[config.mk]
export PLATFORM = sky130hd
export DESIGN_NAME = gpio_irq_ctrl
export DESIGN_NICKNAME = d
export VERILOG_FILES = /design/src/rtl/gpio_irq_pkg.sv /design/src/rtl/gpio_sync.sv /design/src/rtl/gpio_pin_irq.sv /design/src/rtl/gpio_regs.sv /design/src/rtl/gpio_irq_ctrl.sv
export SDC_FILE = /design/constraint.sdc
export NUM_CORES = 1
export LEC_CHECK = 0
export BUFFER_PORTS_ARGS = -buffer_cell sky130_fd_sc_hd__clkbuf_2
export CAP_MARGIN = 20
export CELL_PAD_IN_SITES_DETAIL_PLACEMENT = 0
export CELL_PAD_IN_SITES_GLOBAL_PLACEMENT = 1
export CORE_ASPECT_RATIO = 0.9
export CORE_MARGIN = 4
export CORE_UTILIZATION = 28
export DETAILED_ROUTE_END_ITERATION = 10
export GPL_TIMING_DRIVEN = 0
export PLACE_DENSITY_LB_ADDON = 0.1
export SLEW_MARGIN = 10
export SYNTH_ARGS = -nofsm -noshare
export SYNTH_HDL_FRONTEND = slang
export SYNTH_SLANG_ARGS = --single-unit
[constraint.sdc]
create_clock -name clk -period 2.3 [get_ports clk]
set_input_delay 0.345 -clock clk [delete_from_list [all_inputs] [get_ports clk]]
set_output_delay 0.345 -clock clk [all_outputs]
set_load 0.05 [all_outputs]
[src/rtl/gpio_irq_pkg.sv]
package gpio_irq_pkg;

    localparam int BUS_AW = 8;
    typedef logic [BUS_AW-1:0] bus_addr_t;

    // register byte offsets
    localparam bus_addr_t OFS_DIR     = 8'h00;
    localparam bus_addr_t OFS_LVL_SEL = 8'h04;
    localparam bus_addr_t OFS_LVL_POL = 8'h08;
    localparam bus_addr_t OFS_RISE    = 8'h0C;
    localparam bus_addr_t OFS_FALL    = 8'h10;
    localparam bus_addr_t OFS_DIN     = 8'h14;
    localparam bus_addr_t OFS_SET     = 8'h18;
    localparam bus_addr_t OFS_CLR     = 8'h1C;
    localparam bus_addr_t OFS_DOUT    = 8'h20;
    localparam bus_addr_t OFS_MASK    = 8'h28;
    localparam bus_addr_t OFS_ENABLE  = 8'h2C;
    localparam bus_addr_t OFS_STATUS  = 8'h30;
    localparam bus_addr_t OFS_ACK     = 8'h34;

    typedef enum logic {
        PIN_QUIET   = 1'b0,
        PIN_PENDING = 1'b1
    } pin_state_e;

endpackage

[src/rtl/gpio_sync.sv]
module gpio_sync #(
    parameter int WIDTH  = 16,
    parameter int STAGES = 2
) (
    input  logic             clk,
    input  logic             rst_n,
    input  logic [WIDTH-1:0] async_i,
    output logic [WIDTH-1:0] sync_o,
    output logic [WIDTH-1:0] prev_o
);
    localparam int LAST = STAGES - 1;

    logic [WIDTH-1:0] chain_q [STAGES];
    logic [WIDTH-1:0] prev_q;

    always_ff @(posedge clk or negedge rst_n) begin
        if (!rst_n) begin
            for (int k = 0; k < STAGES; k++) chain_q[k] <= '0;
            prev_q <= '0;
        end else begin
            chain_q[0] <= async_i;
            for (int k = 1; k < STAGES; k++) chain_q[k] <= chain_q[k-1];
            prev_q <= chain_q[LAST];
        end
    end

    assign sync_o = chain_q[LAST];
    assign prev_o = prev_q;

    // the delayed copy always trails the synchronized value by one edge
    assert_prev_trails_R6: assert property (@(posedge clk) disable iff (!rst_n)
        1'b1 |=> (prev_o == $past(sync_o)));

endmodule

[src/rtl/gpio_pin_irq.sv]
module gpio_pin_irq
    import gpio_irq_pkg::*;
(
    input  logic clk,
    input  logic rst_n,
    input  logic lvl_now_i,
    input  logic lvl_prev_i,
    input  logic lvl_sel_i,
    input  logic lvl_pol_i,
    input  logic rise_i,
    input  logic fall_i,
    input  logic en_i,
    input  logic ack_i,
    output logic pend_o
);
    pin_state_e state_q, state_d;
    logic       hit;

    // event qualification
    always_comb begin
        if (lvl_sel_i) begin
            hit = (lvl_now_i == lvl_pol_i);
        end else begin
            hit = (rise_i && lvl_now_i && !lvl_prev_i) ||
                  (fall_i && !lvl_now_i && lvl_prev_i);
        end
    end

    // state register
    always_ff @(posedge clk or negedge rst_n) begin
        if (!rst_n) state_q <= PIN_QUIET;
        else        state_q <= state_d;
    end

    // next state: CAPTURE and ACK
    always_comb begin
        state_d = state_q;
        unique case (state_q)
            PIN_QUIET: begin
                if (hit && en_i && !ack_i) state_d = PIN_PENDING;
            end
            PIN_PENDING: begin
                if (ack_i) state_d = PIN_QUIET;
            end
            default: state_d = PIN_QUIET;
        endcase
    end

    // outputs
    always_comb begin
        pend_o = (state_q == PIN_PENDING);
    end

    assert_no_capture_when_disabled_R7: assert property (@(posedge clk) disable iff (!rst_n)
        (state_q == PIN_QUIET && !en_i) |=> (state_q == PIN_QUIET));

    assert_ack_returns_quiet_R9: assert property (@(posedge clk) disable iff (!rst_n)
        ack_i |=> (state_q == PIN_QUIET));

    assert_pending_holds_R8: assert property (@(posedge clk) disable iff (!rst_n)
        (state_q == PIN_PENDING && !ack_i) |=> (state_q == PIN_PENDING));

endmodule

[src/rtl/gpio_regs.sv]
module gpio_regs
    import gpio_irq_pkg::*;
#(
    parameter int NPIN = 16
) (
    input  logic            clk,
    input  logic            rst_n,
    input  logic            bus_wr,
    input  bus_addr_t       bus_addr,
    input  logic [NPIN-1:0] bus_wdata,
    output logic [NPIN-1:0] bus_rdata,
    input  logic [NPIN-1:0] din_i,
    input  logic [NPIN-1:0] pend_i,
    output logic [NPIN-1:0] dir_o,
    output logic [NPIN-1:0] lvl_sel_o,
    output logic [NPIN-1:0] lvl_pol_o,
    output logic [NPIN-1:0] rise_o,
    output logic [NPIN-1:0] fall_o,
    output logic [NPIN-1:0] dout_o,
    output logic [NPIN-1:0] mask_o,
    output logic [NPIN-1:0] en_o,
    output logic [NPIN-1:0] ack_o
);
    localparam logic [NPIN-1:0] ALL_ONES = {NPIN{1'b1}};

    logic [NPIN-1:0] dir_q, sel_q, pol_q, rise_q, fall_q, dout_q, mask_q, en_q;
    logic            wr_dir, wr_sel, wr_pol, wr_rise, wr_fall;
    logic            wr_set, wr_clr, wr_mask, wr_en, wr_ack;

    always_comb begin
        wr_dir  = bus_wr && (bus_addr == OFS_DIR);
        wr_sel  = bus_wr && (bus_addr == OFS_LVL_SEL);
        wr_pol  = bus_wr && (bus_addr == OFS_LVL_POL);
        wr_rise = bus_wr && (bus_addr == OFS_RISE);
        wr_fall = bus_wr && (bus_addr == OFS_FALL);
        wr_set  = bus_wr && (bus_addr == OFS_SET);
        wr_clr  = bus_wr && (bus_addr == OFS_CLR);
        wr_mask = bus_wr && (bus_addr == OFS_MASK);
        wr_en   = bus_wr && (bus_addr == OFS_ENABLE);
        wr_ack  = bus_wr && (bus_addr == OFS_ACK);
    end

    always_ff @(posedge clk or negedge rst_n) begin
        if (!rst_n) begin
            dir_q  <= '0;
            sel_q  <= '0;
            pol_q  <= '0;
            rise_q <= '0;
            fall_q <= '0;
            dout_q <= '0;
            mask_q <= ALL_ONES;
            en_q   <= '0;
        end else begin
            if (wr_dir)  dir_q  <= bus_wdata;
            if (wr_sel)  sel_q  <= bus_wdata;
            if (wr_pol)  pol_q  <= bus_wdata;
            if (wr_rise) rise_q <= bus_wdata;
            if (wr_fall) fall_q <= bus_wdata;
            if (wr_mask) mask_q <= bus_wdata;
            if (wr_en)   en_q   <= bus_wdata;
            if (wr_set)       dout_q <= dout_q | bus_wdata;
            else if (wr_clr)  dout_q <= dout_q & ~bus_wdata;
        end
    end

    always_comb begin
        unique case (bus_addr)
            OFS_DIR:     bus_rdata = dir_q;
            OFS_LVL_SEL: bus_rdata = sel_q;
            OFS_LVL_POL: bus_rdata = pol_q;
            OFS_RISE:    bus_rdata = rise_q;
            OFS_FALL:    bus_rdata = fall_q;
            OFS_DIN:     bus_rdata = din_i;
            OFS_DOUT:    bus_rdata = dout_q;
            OFS_MASK:    bus_rdata = mask_q;
            OFS_ENABLE:  bus_rdata = en_q;
            OFS_STATUS:  bus_rdata = pend_i & ~mask_q;
            default:     bus_rdata = '0;
        endcase
    end

    assign dir_o     = dir_q;
    assign lvl_sel_o = sel_q;
    assign lvl_pol_o = pol_q;
    assign rise_o    = rise_q;
    assign fall_o    = fall_q;
    assign dout_o    = dout_q;
    assign mask_o    = mask_q;
    assign en_o      = en_q;
    assign ack_o     = wr_ack ? bus_wdata : '0;

    assert_set_bits_high_R3: assert property (@(posedge clk) disable iff (!rst_n)
        wr_set |=> ((dout_q & $past(bus_wdata)) == $past(bus_wdata)));

    assert_clr_bits_low_R3: assert property (@(posedge clk) disable iff (!rst_n)
        wr_clr |=> ((dout_q & $past(bus_wdata)) == '0));

    assert_untouched_bits_R3: assert property (@(posedge clk) disable iff (!rst_n)
        (wr_set || wr_clr) |=>
            ((dout_q & ~$past(bus_wdata)) == ($past(dout_q) & ~$past(bus_wdata))));

    assert_dir_hold_R2: assert property (@(posedge clk) disable iff (!rst_n)
        !wr_dir |=> $stable(dir_q));

endmodule

[src/rtl/gpio_irq_ctrl.sv]
module gpio_irq_ctrl
    import gpio_irq_pkg::*;
#(
    parameter int NPIN        = 16,
    parameter int SYNC_STAGES = 2
) (
    input  logic            clk,
    input  logic            rst_n,
    input  logic            bus_wr,
    input  logic [7:0]      bus_addr,
    input  logic [NPIN-1:0] bus_wdata,
    output logic [NPIN-1:0] bus_rdata,
    input  logic [NPIN-1:0] pin_in,
    output logic [NPIN-1:0] pin_out,
    output logic [NPIN-1:0] pin_oe,
    output logic            irq
);
    logic [NPIN-1:0] lvl_now, lvl_prev, pend;
    logic [NPIN-1:0] dir_w, sel_w, pol_w, rise_w, fall_w, dout_w, mask_w, en_w, ack_w;

    gpio_sync #(.WIDTH(NPIN), .STAGES(SYNC_STAGES)) u_sync (
        .clk    (clk),
        .rst_n  (rst_n),
        .async_i(pin_in),
        .sync_o (lvl_now),
        .prev_o (lvl_prev)
    );

    gpio_regs #(.NPIN(NPIN)) u_regs (
        .clk      (clk),
        .rst_n    (rst_n),
        .bus_wr   (bus_wr),
        .bus_addr (bus_addr),
        .bus_wdata(bus_wdata),
        .bus_rdata(bus_rdata),
        .din_i    (lvl_now),
        .pend_i   (pend),
        .dir_o    (dir_w),
        .lvl_sel_o(sel_w),
        .lvl_pol_o(pol_w),
        .rise_o   (rise_w),
        .fall_o   (fall_w),
        .dout_o   (dout_w),
        .mask_o   (mask_w),
        .en_o     (en_w),
        .ack_o    (ack_w)
    );

    for (genvar i = 0; i < NPIN; i++) begin : g_pin
        gpio_pin_irq u_det (
            .clk       (clk),
            .rst_n     (rst_n),
            .lvl_now_i (lvl_now[i]),
            .lvl_prev_i(lvl_prev[i]),
            .lvl_sel_i (sel_w[i]),
            .lvl_pol_i (pol_w[i]),
            .rise_i    (rise_w[i]),
            .fall_i    (fall_w[i]),
            .en_i      (en_w[i]),
            .ack_i     (ack_w[i]),
            .pend_o    (pend[i])
        );
    end

    assign pin_out = dout_w;
    assign pin_oe  = dir_w;
    assign irq     = |(pend & ~mask_w);

    assert_all_masked_quiet_R8: assert property (@(posedge clk) disable iff (!rst_n)
        (mask_w == {NPIN{1'b1}}) |-> !irq);

    assert_irq_needs_pending_R10: assert property (@(posedge clk) disable iff (!rst_n)
        irq |-> (pend != '0));

endmodule

==> results of run 1 <==
cell type report:
| type | count | area [µm²] | share of cell area, % |
|---|---|---|---|
| clock inverters | 13 | 116 | 1.02 |
| flip-flops and latches | 192 | 4820 | 42.5 |
| multi-input cells | 464 | 3890 | 34.2 |
| well taps | 409 | 512 | 4.50 |
| plain buffers | 51 | 404 | 3.56 |
| inverters | 33 | 124 | 1.09 |
| repair buffers | 122 | 1040 | 9.13 |
| clock buffers | 19 | 453 | 3.99 |
what timing repair did:
item                                    4_1_cts  5_1_grt
gates resized for setup                     101       23
hold buffers                                 15        0
setup buffers                                28        7
pin swaps                                    13        9
endpoints found under the setup margin       27       16
cloned                                        1        0
endpoints found under the hold margin        15        0
flip-flops by register name, indices dropped and copies added, names as in the netlist, named ones only:
register / flops
g_pin.u_det.pend_o: 16
u_regs.lvl_pol_o: 16
u_regs.en_o: 16
u_regs.dir_o: 16
u_sync.chain_q: 16
u_regs.fall_o: 16
u_regs.lvl_sel_o: 16
u_sync.prev_o: 16
u_regs.rise_o: 16
u_regs.mask_o: 16
u_sync.sync_o: 16
through the flow:
stage | util (%) | cells | cell area [µm²]
after global placement | 31.6 | 1220 | 9840
after detailed placement | 31.7 | 1221 | 9880
final | 36.5 | 1303 | 11400
after global routing | 36.5 | 1303 | 11400
after CTS | 36.1 | 1297 | 11200
after floorplan | - | 741 | 8980
worst paths after layout:
path	startpoint	end	slack, ns	cells after the start
worst min register to register	u_sync.chain_q[17]$_DFF_PN0_	u_sync.sync_o[1]$_DFF_PN0_	0.35	0
min in group clk	pin_in[6]	u_sync.chain_q[22]$_DFF_PN0_	0.02	1
max in group asynchronous	rst_n	u_regs.mask_o[15]$_DFFE_PN1P_	1.26	2
worst max register to register	u_regs.lvl_sel_o[4]$_DFFE_PN0P_	g_pin[4].u_det.pend_o$_DFF_PN0_	1.00	4
worst min-delay path	rst_n	u_sync.sync_o[4]$_DFF_PN0_	-0.02	1
worst max-delay path	bus_addr[3]	bus_rdata[14]	-0.12	7
cell families after synthesis:
group / Yosys count
compound gates: 159
mux: 151
flops: 192
buf+inv: 85
simple gates: 154
power groups by stage:
stage,logic (mW),clock network (mW),registers (mW)
after floorplan,0.380,0,3.78
after global placement,0.710,0,3.75
after detailed placement,0.728,0,3.75
after CTS,0.836,3.04,3.69
after global routing,0.920,3.16,3.71
final,0.850,2.95,3.69
metal layers:
metal / share of wire, % / vias up / wire length, µm / track usage, %
met5: 0.039 / - / 13 / 0
met1: 46 / 3605 / 15400 / 26.4
li1: - / 3009 / - / -
met4: 2.4 / 2 / 805 / 5.90
met2: 46 / 203 / 15100 / 29.9
met3: 5.6 / 44 / 1850 / 4.27
Yosys cell counts (all sizes together), types with 6 or more instances:
cell type,n
dfstp,16
inv,33
o21ai,20
a22oi,35
clkbuf,28
o22ai,17
a31oi,16
buf,24
nor2,12
nand2,58
a21oi,20
nor4,6
a311o,16
dfrtp,176
nor2b,33
or3,8
nand3,9
o311ai,16
mux2i,25
mux2,126
==> results, run 1 <==
- The worst slack after detailed placement is -0.895 ns.
- The final-layout fill cell count is around 3100.
- Of the available clock period, the critical path in the final layout requires 105%.
- The top cell types in the final layout, fill and taps aside, are dfrtp_1, mux2_2, nand2_1.
- The share of synthesized cell area in full adder, half adder and majority cells is 0%.
- The largest stage delay on the critical path is 0.44 ns.
- The total clock sinks is between 150 and 200.
- After synthesis, the mean cell area works out to 12.0 µm².
- The number of search-and-repair iterations in the first detailed-routing pass is 5.
- The post-synthesis cell area is 8930 µm².
- Once routing completed, OpenROAD measured the worst setup slack at -0.115 ns.
- The die span in x is between 150 and 200 µm.
- The total number of yosys warnings is 0.
- Once the floorplan was initialized, standard cells occupied 28.7% of the core.
- The number of violations of the max-capacitance limit is 0.
- Among cell families on the critical path, the largest total delay comes from simple AND/OR/NAND/NOR gates.
- Walking the worst path, the cells encountered are clkbuf_16 -> buf_8 -> or4_4 -> or3_4 -> a211o_1 -> nand4_1 -> buf_8.
- Setup violations remaining at the end of the flow were counted as 5.
- For this design the top-level I/O count stands at 92.
- After synthesis, flip-flops and latches occupy between 50% and 60% of the total area.
- The slowest stage of the critical path is the or4_4 cell.
- The final count of pins violating max slew is 0.
- In the final routed layout, each cell accounts on average for roughly 26 µm.
- VDD sags by at most ~500 µV.
- Clock skew on the completed layout was measured at 0.00958 ns.
- The kind of start point of the critical path is an input pin.
- TritonCTS built the clock tree.
- Total power for the finished layout comes to approximately 7.5 mW.
- The routed design could run at a clock period as short as about 2.4 ns.
- The total via count in the routed design is between 6000 and 7000.
- The share of total power dissipated in sequential elements is 49.3%.
- The proportion of synthesized flip-flops having asynchronous set or reset is between 90% and 100%.
- Setup repair after global routing could not meet its margin everywhere.
- Of the total synthesized cell area, the portion taken by XOR and XNOR cells is 0%.
- The internal portion of the total power is roughly 5.4 mW.
- The via count of the first global-routing pass was between 7000 and 8000.
- The number of hold violations in the final report is 4.
- The number of antenna violations at the first check in global routing came to 1.
- The clock latency reported for the late side of the worst-skew pair is roughly 0.44 ns.
- In the routed layout, each cell is associated on average with a via count of 5.27.
- Among all flip-flop cells after synthesis, the most frequent one is dfrtp_1.
- The DRC violation count after routing is 0.
- The number of nets produced by synthesis is between 700 and 800.
- After legalization and detailed placement, the total HPWL measured roughly 22000 µm.
- The path class of the tightest hold or removal check is input pin to asynchronous set/reset pin.
- STA puts the critical path data required time at around 2.0 ns.
- The worst-case hold slack is -0.0155 ns.
- Leaving out fill and tap cells, the most frequent cell in the layout is dfrtp_1.
- The largest area contributor in the netlist is dfrtp_1.
- The worst path arrival time is 2.07 ns.
- The highest clock frequency the design can meet is between 400 and 500 MHz.
- The detail route stage leaves a number of antenna-violating nets equal to 0.
- The total power per unit cell area is 659 nW/µm².
- The proportion of power drawn by the clock network is roughly 39%.
- The standby leakage power is ~5.1 nW.
- The run finished, with violations left.
- In this run, distinct cell masters in the synthesized netlist total between 50 and 60.
- The flop and latch count out of synthesis is ~190.
- The synthesized design contains 0 enable-type register cells.
- STA classifies the critical path endpoint as a primary output.
- Of all nets on the critical path, the largest fanout is 6.
- The number of clock buffers added by TritonCTS is 17.
- 0 antenna diodes ended up in the layout.
- The tree is rooted in a clkbuf_16.
- The starting DRC count in detailed routing is 547.
- Entering global routing, the biggest net connects 99 pins.
- For the pin with the worst max-slew slack, the measured transition is 1.07 ns.
- The area added between synthesis and finish is 27.2%.
- The wire length after detailed routing is roughly 33000 µm.
- Yosys attributes the largest share of cell area to dfrtp_1, mux2_2, dfstp_2, a22oi_1, mux2i_1.
- Summing the areas of all compound-gate instances in the mapped netlist gives 12.8% of the synthesized area.
- Summed over its instances, the top area cell type makes up 49.3% of the synthesized netlist area.
- The total overflow left after global routing is 0.
- After floorplanning, the core was divided into 61 placement rows.
- Of the cells placed in the final design, the portion with a size suffix greater than 1 is roughly two fifths.
- Global routing consumed, over all layers together, a little under a fifth of the routing resources.
- The full die area is between 30000 and 40000 µm².
- The number of buffers and inverters on the critical path is 3.
- The main combinational cell family by area after synthesis is multiplexers.
- The wire length of the first global-routing pass is between 40000 and 50000 µm.
- The analysis attributes to net switching a power of roughly 2.1 mW.
- Counting stages on the worst path, the most repeated cell is buf_8.
- The height of the die is approximately 180 µm.
- The maximum level of the CTS H-tree is 4.
- In this run the tightest slew margin relative to its limit is between 20 and 30%.
- The type of the worst setup path is input pin to primary output.
- The routability congestion estimate from global placement is approximately 0.87.
- The core area is between 30000 and 40000 µm².
- The post-synthesis share of cell area spent on and, or, nand and nor gates is roughly a tenth.
- Clock-pin slew was measured on the worst setup and hold paths at roughly 0.070 ns.
- Of the total power, combinational logic draws a little under an eighth.
- The mux contribution to synthesized area is 18.7%.
- Counting along the longest clock path gives a buffer depth of 2.
- Of the total power, the share spent switching nets is between 20% and 30%.
- The total of buffers placed on input and output ports is 70.
- The checks that failed: hold timing, setup timing.
- In the final design database the tool counted slightly above 900 nets.
- Synthesis produced about 740 cells.
- The summed negative setup slack over all endpoints is -0.358 ns.
Note: power is estimated with default switching activity, not from simulation.
==> run 2, diff against run 1 <==
--- a/config.mk
+++ b/config.mk
@@ -11,7 +11,8 @@
 export CELL_PAD_IN_SITES_GLOBAL_PLACEMENT = 1
 export CORE_ASPECT_RATIO = 0.9
 export CORE_MARGIN = 4
-export CORE_UTILIZATION = 28
+export CORE_UTILIZATION = 38
+export CTS_BUF_LIST = sky130_fd_sc_hd__clkbuf_4
 export DETAILED_ROUTE_END_ITERATION = 10
 export GPL_TIMING_DRIVEN = 0
 export PLACE_DENSITY_LB_ADDON = 0.1
==> constraint.sdc (replaced) <==
create_clock -name clk -period 2.3 [get_ports clk]
set_input_delay 0.345 -clock clk [delete_from_list [all_inputs] [get_ports clk]]
set_output_delay 0.345 -clock clk [all_outputs]
set_load 0.1 [all_outputs]
==> results, run 2 (same netlist as run 1, synthesis figures left out) <==
- Setup violations remaining at the end of the flow were counted as 15.
- The library cells used most frequently in the layout, excluding fill and tap cells, are dfrtp_1, mux2_2, buf_4.
- In this run the tightest slew margin relative to its limit is roughly 29%.
- Leaving out filler cells and counting taps, the final layout contains between 1000 and 1500.
- The final standard cell utilization of the core is between 50 and 60%.
- The number of nets with antenna violations after routing is 0.
- Clock latency on the worst-skew pair, taken at its later pin, is around 0.6 ns.
- Hold is met by 0.101 ns.
- For this run, the top clock speed supported by timing is around 400 MHz.
- The final count of pins violating max slew is 0.
- The number of violations of the max-capacitance limit is 0.
- For this design the ratio of total power to cell area is approximately 570 nW/µm².
- The DRC violation count after routing is 0.
- The checks that failed: setup timing.
- The number of buffers and inverters on the critical path is 1.
- In this design, the stage delay of the slowest critical-path cell is about 0.45 ns.
- After legalization and detailed placement, the total HPWL measured about 20000 µm.
- The total via count in the routed design is 6994.
- The run finished, with violations left.
- The die span in x is approximately 170 µm.
- The number of hold violations in the final report was 0.
- The critical path is of the flop to primary output type.
- Entering global routing, the biggest net connects 98 pins.
- For flop-to-flop paths, the worst setup slack is between 0.9 and 1 ns.
- The overall power of the completed layout is between 6 and 7 mW.
- Across the VDD grid, the largest voltage drop is around 270 µV.
- The worst-margin pin slew is around 1.1 ns.
- The via count of the first global-routing pass came to between 7000 and 8000.
- After detailed placement, the design holds a cell count of approximately 1100.
- The detailed router used layers up to and including met4.
- Summing all multi-input logic gate instances after layout gives a little over 4000 µm².
- After detailed routing, the number of vias per cell comes to approximately 5.8.
- The total clock sinks is 192.
- The full die area is ~26000 µm².
- Along the worst path, the maximum fanout reaches 2.
- Setup repair after global routing could not meet its margin everywhere.
- Among all stages on the critical path, the largest delay is contributed by a2111o_2.
- The most frequent standard cell in the layout excluding fill and tap cells is dfrtp_1.
- After global routing the overflow that remains totals 0.
- TritonCTS built the clock tree.
- Once the floorplan was initialized, standard cells occupied about two fifths of the core.
- The H-tree was split into 4 levels.
- The cell family contributing the most delay on the critical path is compound AO/OA/AOI/OAI gates.
- The first detailed-routing pass took 5 iterations.
- The post-route clock skew is ~0.021 ns.
- In the detailed route, the total length drawn on met2 is approximately 14000 µm.
- Traced cell by cell, the critical path runs through mux2_4 -> a22oi_2 -> o22ai_1 -> a2111o_2 -> clkbuf_16.
- The worst setup path is launched from a flop.
- At the end of the flow, the number of nets in the layout was ~940.
- The routability congestion estimate from global placement is 0.856.
- The final-layout fill cell count is about 2100.
- The capturing element type of the critical path is a primary output.
- The net switching power is just over 2 mW.
- The total of buffers placed on input and output ports is 70.
- The sequential cells in the finished layout cover a total of ~4800 µm².
- The clock passes through at most 2 buffers.
- Clock-pin slew was measured on the worst setup and hold paths at roughly 0.16 ns.
- The core area is ~23000 µm².
- The combinational power share is ~15%.
- The proportion of power drawn by flip-flops and latches is between 50% and 60%.
- The data required time of the critical path is roughly 2.0 ns.
- The worst path arrival time is ~2.2 ns.
- The clock network burns between 20 and 30% of the power.
- In this run, CTS created clock tree buffers numbering 17.
- The area added between synthesis and finish is 27.6%.
- The number of ports placed on the die boundary is 92.
- In the final routed layout, each cell accounts on average for around 25 µm.
- After layout, the worst path uses 109% of the clock period.
- The internal power consumption is 4.50 mW.
- Clock tree synthesis selected as its root buffer the cell clkbuf_4.
- In the post-route analysis, the smallest setup slack over all paths is -0.202 ns.
- The switching portion of total power is between 30% and 40%.
- In this run the core area contains 52 standard-cell rows.
- The final layout contains routed wiring with a total length of about 30000 µm.
- The tightest min-delay check is of the input pin to flop type.
- The standby leakage power is 5.16 nW.
- The number of antenna violations at the first check in global routing was 1.
- The starting DRC count in detailed routing is 615.
- Cells with a size suffix above 1 make up a little under half of the layout.
- In this run the vertical extent of the chip is ~150 µm.
- For this block, wires on met1 add up to between 10000 and 15000 µm.
- Summed over all nets, wire length on met3 after detailed routing comes to roughly 2000 µm.
- The routed design could run at a clock period as short as around 2.5 ns.
- The first global-routing pass estimated approximately 45000 µm of wire.
- The total global routing track utilization is a little under a quarter.
run 2: cell types whose count changed in the layout (fill, tap and decap cells not counted), moves of 8 or more:
| cell | change |
|---|---|
| clkbuf_4 | +16 |
| nor2b_1 | -8 |
| clkbuf_8 | -8 |
| a22oi_2 | +13 |
| a22oi_1 | -13 |
| buf_4 | +16 |
run 2: area by class of cell:
type	instances	area share, %
buffer	51	3.30
clock buffer	17	1.12
tap	297	3.26
clock inverter	15	1.33
multi-input combinational	464	35.8
antenna	1	0.0220
inverter	33	1.09
timing repair buffer	142	11.7
sequential	192	42.4
run 2: final timing paths:
path / from / end / cells past startpoint
min: bus_wdata[1] / u_regs.rise_o[1]$_DFFE_PN0P_ / 3
max: u_regs.rise_o[4]$_DFFE_PN0P_ / bus_rdata[4] / 5
min reg2reg: u_sync.chain_q[30]$_DFF_PN0_ / u_sync.sync_o[14]$_DFF_PN0_ / 0
min in group asynchronous: rst_n / u_regs.lvl_pol_o[1]$_DFFE_PN0P_ / 2
max reg2reg: u_regs.lvl_sel_o[14]$_DFFE_PN0P_ / g_pin[14].u_det.pend_o$_DFF_PN0_ / 5
max in group asynchronous: rst_n / u_regs.mask_o[7]$_DFFE_PN1P_ / 3
run 2: what timing repair did:
item | in CTS | in global routing
endpoints found under the setup margin | 17 | 17
pin swaps | 29 | 23
resized for setup | 131 | 39
endpoints found under the hold margin | 104 | 0
gates cloned | 1 | 0
hold buffers | 17 | 0
buffers inserted | 35 | 19
run 2: layer usage:
layer,track usage (%),up-vias
li1,-,3054
met1,33.6,3614
met2,35.3,273
met3,4.08,53
met4,7.59,0
met5,0,-
run 2: tightest hold or removal path: cells and delay by family:
family / cells / cell delay, ns
buf+inv: 1 / 0.18
simple gates: 1 / 0.09
compound gates: 1 / 0.06
run 2: stage by stage:
step / cell area (µm²) / worst slack [ns] / setup TNS, ns
after global placement: 9730 / -3.20 / -546.56
final: 11400 / -0.202 / -1.44
after floorplan: 9010 / -0.665 / -1.60
after detailed placement: 9760 / -0.832 / -31.50
after global routing: 11400 / -0.310 / -2.78
after CTS: 11100 / -0.239 / -2.52
run 2: power by group through the flow:
stage          Sequential, mW  Clock, mW  Combinational, mW
5_1_grt                  3.71       2.07               1.04
2_1_floorplan            3.86          0              0.392
4_1_cts                  3.69       1.93              0.934
3_5_place_dp             3.75          0              0.801
3_3_place_gp             3.74          0              0.783
6_report                 3.69       1.86              0.974
